**src/rtl/cla2l_pkg.sv**
```systemverilog
package cla2l_pkg;

    localparam int GRP_W = 4;

    typedef struct packed {
        logic prop;
        logic gen;
    } pg_t;

    function automatic pg_t make_pg(input logic x, input logic y);
        pg_t r;
        r.prop = x ^ y;
        r.gen  = x & y;
        return r;
    endfunction

endpackage

```
**src/rtl/cla2l_bit_cell.sv**
```systemverilog
module cla2l_bit_cell
    import cla2l_pkg::*;
(
    input  logic x_in,
    input  logic y_in,
    input  logic c_in,
    output pg_t  pg_out,
    output logic s_out
);

    assign pg_out = make_pg(x_in, y_in);
    assign s_out  = (x_in ^ y_in) ^ c_in;

endmodule

```
**src/rtl/cla2l_group4.sv**
```systemverilog
module cla2l_group4
    import cla2l_pkg::*;
(
    input  logic [GRP_W-1:0] x_in,
    input  logic [GRP_W-1:0] y_in,
    input  logic             c_in,
    output logic [GRP_W-1:0] s_out,
    output pg_t              grp_out
);

    pg_t  [GRP_W-1:0] bit_pg;
    logic [GRP_W:0]   cy;

    for (genvar i = 0; i < GRP_W; i++) begin : g_cell
        cla2l_bit_cell u_cell (
            .x_in   (x_in[i]),
            .y_in   (y_in[i]),
            .c_in   (cy[i]),
            .pg_out (bit_pg[i]),
            .s_out  (s_out[i])
        );
    end

    // Flattened carries: each term is a generate (or c_in) ANDed with the propagates above it.
    always_comb begin
        for (int k = 0; k <= GRP_W; k++) begin
            logic acc;
            acc = c_in;
            for (int m = 0; m < k; m++) acc = acc & bit_pg[m].prop;
            for (int j = 0; j < k; j++) begin
                logic term;
                term = bit_pg[j].gen;
                for (int m = j + 1; m < k; m++) term = term & bit_pg[m].prop;
                acc = acc | term;
            end
            cy[k] = acc;
        end
    end

    // Slice terms depend only on the operands, never on c_in.
    always_comb begin
        logic gp, gg;
        gp = 1'b1;
        gg = 1'b0;
        for (int i = 0; i < GRP_W; i++) begin
            gg = bit_pg[i].gen | (bit_pg[i].prop & gg);
            gp = gp & bit_pg[i].prop;
        end
        grp_out.prop = gp;
        grp_out.gen  = gg;
    end

    always_comb begin
        AST_GRP_CARRY: assert (cy[GRP_W] == (grp_out.gen | (grp_out.prop & c_in)));
        AST_GRP_EXCL:  assert (!(grp_out.prop && grp_out.gen));
    end

endmodule

```
**src/rtl/cla2l_lookahead.sv**
```systemverilog
module cla2l_lookahead
    import cla2l_pkg::*;
#(
    parameter int NGRP = 4
) (
    input  pg_t [NGRP-1:0] grp_in,
    input  logic           c_in,
    output logic [NGRP:0]  c_out
);

    always_comb begin
        for (int k = 0; k <= NGRP; k++) begin
            logic acc;
            acc = c_in;
            for (int m = 0; m < k; m++) acc = acc & grp_in[m].prop;
            for (int j = 0; j < k; j++) begin
                logic term;
                term = grp_in[j].gen;
                for (int m = j + 1; m < k; m++) term = term & grp_in[m].prop;
                acc = acc | term;
            end
            c_out[k] = acc;
        end
    end

    always_comb begin
        AST_LA_BASE: assert (c_out[0] == c_in);
        for (int i = 0; i < NGRP; i++) begin
            AST_LA_RECUR: assert (c_out[i+1] == (grp_in[i].gen | (grp_in[i].prop & c_out[i])));
        end
    end

endmodule

```
**src/rtl/cla_adder2l.sv**
```systemverilog
module cla_adder2l
    import cla2l_pkg::*;
#(
    parameter int WIDTH = 16
) (
    input  logic [WIDTH-1:0] opd_a,
    input  logic [WIDTH-1:0] opd_b,
    input  logic             carry_in,
    output logic [WIDTH-1:0] sum_out,
    output logic             carry_out
);

    localparam int NGRP = WIDTH / GRP_W;

    pg_t  [NGRP-1:0] grp_pg;
    logic [NGRP:0]   grp_c;

    for (genvar g = 0; g < NGRP; g++) begin : g_slice
        cla2l_group4 u_grp (
            .x_in    (opd_a[g*GRP_W +: GRP_W]),
            .y_in    (opd_b[g*GRP_W +: GRP_W]),
            .c_in    (grp_c[g]),
            .s_out   (sum_out[g*GRP_W +: GRP_W]),
            .grp_out (grp_pg[g])
        );
    end

    cla2l_lookahead #(.NGRP(NGRP)) u_la (
        .grp_in (grp_pg),
        .c_in   (carry_in),
        .c_out  (grp_c)
    );

    assign carry_out = grp_c[NGRP];

    always_comb begin
        logic [WIDTH:0] ref_sum;
        ref_sum = {1'b0, opd_a} + {1'b0, opd_b} + {{WIDTH{1'b0}}, carry_in};
        AST_SUM_EXACT:  assert (sum_out == ref_sum[WIDTH-1:0]);
        AST_COUT_EXACT: assert (carry_out == ref_sum[WIDTH]);
    end

endmodule

```
**config.mk**
```make
export PLATFORM = sky130hd
export DESIGN_NAME = cla_adder2l
export DESIGN_NICKNAME = d
export VERILOG_FILES = /design/src/rtl/cla2l_pkg.sv /design/src/rtl/cla2l_bit_cell.sv /design/src/rtl/cla2l_group4.sv /design/src/rtl/cla2l_lookahead.sv /design/src/rtl/cla_adder2l.sv
export SDC_FILE = /design/constraint.sdc
export NUM_CORES = 1
export LEC_CHECK = 0
export BUFFER_PORTS_ARGS = -buffer_cell sky130_fd_sc_hd__buf_2
export CAP_MARGIN = 20
export CORE_MARGIN = 3
export CORE_UTILIZATION = 41
export DETAILED_ROUTE_END_ITERATION = 6
export GPL_ROUTABILITY_DRIVEN = 0
export PLACE_DENSITY = 0.91
export SETUP_SLACK_MARGIN = 0.5
export SLEW_MARGIN = 20
export SYNTH_ARGS = -nofsm -noshare
export SYNTH_HDL_FRONTEND = slang
export SYNTH_SLANG_ARGS = --single-unit
```
**constraint.sdc**
```tcl
create_clock -name vclk -period 5.2
set_input_delay 1.56 -clock vclk [all_inputs]
set_output_delay 1.56 -clock vclk [all_outputs]
set_load 0.02 [all_outputs]
```
==> impl_metrics.env <==
export IMPL_dieArea_sq_um=2500
export IMPL_multiInputGateArea_sq_um=787
export IMPL_yosysTopAreaCell="ha_1"
export IMPL_min_from="opd_b[12]"
export IMPL_ir_drop_uv=86.4
export IMPL_worstPathArrival_ns=3.60
export IMPL_yosysSeqAreaShare_pct=0
export IMPL_cp_slowest_stage_delay_ns=0.27
export IMPL_nNetsFinal=199
export IMPL_powerDensity_nw_per_um2=162
export IMPL_synth_fp_nets=150
export IMPL_grt_busiest_layer="met2"
export IMPL_finalWirelength_um=2180
export IMPL_setup_violations=0
export IMPL_nFlopsAndLatches=0
export IMPL_drtIter0Drc=5
export IMPL_worstPathRequired_ns=3.64
export IMPL_gr_usage_met1_pct=15.4
export IMPL_min_to="sum_out[12]"
export IMPL_antenna_cells=0
export IMPL_hold_buffers=0
export IMPL_n_clock_buffer=0
export IMPL_leakage_nw=0.596
export IMPL_yosys_top_cells_count="ha_1, buf_4, nor2_1, o21a_1, o21ai_0"
export IMPL_holdPathStages=3
export IMPL_synthDistinctLibCells=26
export IMPL_netlist_area_leader_share_pct=31.6
export IMPL_vias_per_cell=5.10
export IMPL_final_util_pct=70.4
export IMPL_tightest_slew_ns=0.337
export IMPL_finalHoldViolations=0
export IMPL_critPathMaxFanout=3
export IMPL_start_kind="input pin"
export IMPL_p_total_mw=0.204
export IMPL_maxSlewHeadroom_pct=77.4
export IMPL_maxSlewViolCount=0
export IMPL_grt_antenna_before_repair=0
export IMPL_place_hpwl_um=1620
export IMPL_yosys_warnings=0
export IMPL_final_layout_size_suffix_gt1_share_pct=58.6
export IMPL_syn_cell_area_sq_um=792
export IMPL_start_util_pct=44.4
export IMPL_synth_cells=93
export IMPL_fin_cells=165
export IMPL_port_buffers=50
export IMPL_fin_tns_setup_ns=0
export IMPL_drc=0
export IMPL_die_y_um=50.0
export IMPL_die_w_um=50.0
export IMPL_dp_cells=153
export IMPL_worst_path_max_delay_cell="a311o_1"
export IMPL_areaGrowthSynthToFinish_pct=58.5
export IMPL_end_kind="primary output"
export IMPL_syn_avg_cell_area_sq_um=8.52
export IMPL_design_area_sq_um=1250
export IMPL_grt_max_degree=6
export IMPL_grtUsageMet3_pct=0.302
export IMPL_first_global_vias=852
export IMPL_met2_usage_pct=35.2
export IMPL_ios=50
export IMPL_rows=15
export IMPL_synth_most_common_cell="ha_1"
export IMPL_yosys_top_cells_area="ha_1, buf_4, fa_1"
export IMPL_avgRoutedWirePerCell_um=13.2
export IMPL_max_cap_violations=0
export IMPL_rsz0062_at_grt="true"
export IMPL_crit_family="compound AO/OA/AOI/OAI gates"
export IMPL_path_buf_inv=2
export IMPL_hp_class="input pin to primary output"
export IMPL_crit_path_frequent_cell="o21a_1"
export IMPL_grt_use_total_pct=15.7
export IMPL_max_freq_mhz=194
export IMPL_num_vias=842
export IMPL_finalCriticalPeriod_ns=5.16
export IMPL_grt_pass1_wl_um=3220
export IMPL_status="completed"
export IMPL_regArea_sq_um=0
export IMPL_dr_pass1_iters=3
export IMPL_fill_cells=141
export IMPL_place_area_sq_um=1030
export IMPL_period_share_pct=99.3
export IMPL_grt_overflow_total=0
export IMPL_drtAntennaViolNets=0
export IMPL_crit_chain="buf_8 > ha_4 > and3_4 > a311o_1 > o21ai_2 > o21bai_1 > ha_2 > o21a_1 > o21a_1 > nor2_1 > xnor2_1 > buf_4"
export IMPL_crit_type="input pin to primary output"
export IMPL_core_sq_um=1780
[how the worst max path moves through the flow]
| stage | cells after the start | slack (ns) | start | to |
|---|---|---|---|---|
| after global routing | 12 | -0.07 | opd_b[0] | sum_out[15] |
| after global placement | 12 | 0.04 | opd_a[0] | sum_out[15] |
| after detailed placement | 12 | -0.04 | opd_a[0] | sum_out[15] |
| after CTS | 12 | 0.05 | opd_a[0] | sum_out[15] |
| final | 12 | 0.04 | opd_b[0] | sum_out[15] |
| after floorplan | 11 | 0.23 | opd_a[0] | sum_out[15] |
[layout make-up]
type	count	share of cell area, %
Multi-Input combinational cell	76	62.7
Tap cell	25	2.49
Timing Repair Buffer	63	34.5
Inverter	1	0.299
[report_power, final]
group | internal (mW) | switching [mW] | total [mW]
registers | 0 | 0 | 0
clock network | 0 | 0 | 0
logic | 0.102 | 0.102 | 0.204
total | 0.102 | 0.102 | 0.204
[placed cells by master, fill, tap and decap left out, drive strengths merged, types with 2 or more instances in the layout]
master  instances
xnor2           4
a21oi           2
ha             20
nor3            4
a211oi          2
a21o            2
o21a            8
buf            63
nor2            8
o21ai           7
fa              4
xor2            4
[cell families (layout without fill, tap and decap cells)]
family | after synthesis | count (layout) | share of synthesized area [%]
XOR/XNOR | 8 | 8 | 8.85
buffers and inverters | 17 | 64 | 15.6
adder cells (fa/ha/maj) | 24 | 24 | 41.7
AO/OA/AOI/OAI | 27 | 27 | 23.5
AND/OR/NAND/NOR | 17 | 17 | 10.3
[through the flow]
step / worst slack, ns / hold slack (ns)
6_report: 0.0351 / 3.55
5_1_grt: -0.0681 / 3.57
4_1_cts: 0.0516 / 3.51
3_5_place_dp: -0.0413 / 3.53
3_3_place_gp: 0.0378 / 3.52
2_1_floorplan: 0.232 / 3.38
[routing by layer]
metal  wire length (um)  part of all wire, %  vias to the layer above
met1                799                   37                      389
li1                   -                    -                      424
met2               1280                   59                       25
met4                 36                  1.7                        0
met3                 62                  2.8                        4
met5                  0                    0                        -
[worst min-delay path: cells and delay by family]
family	cells	cell delay, ns
fa+ha+maj	1	0.21
buf+inv	2	0.22
[repair_timing]
action                                  CTS  global route
pin swaps                                14            12
resized for setup                        28            11
endpoints found under the setup margin   11            12
setup buffers                             8             4
Power figures use the tool's default switching activity.
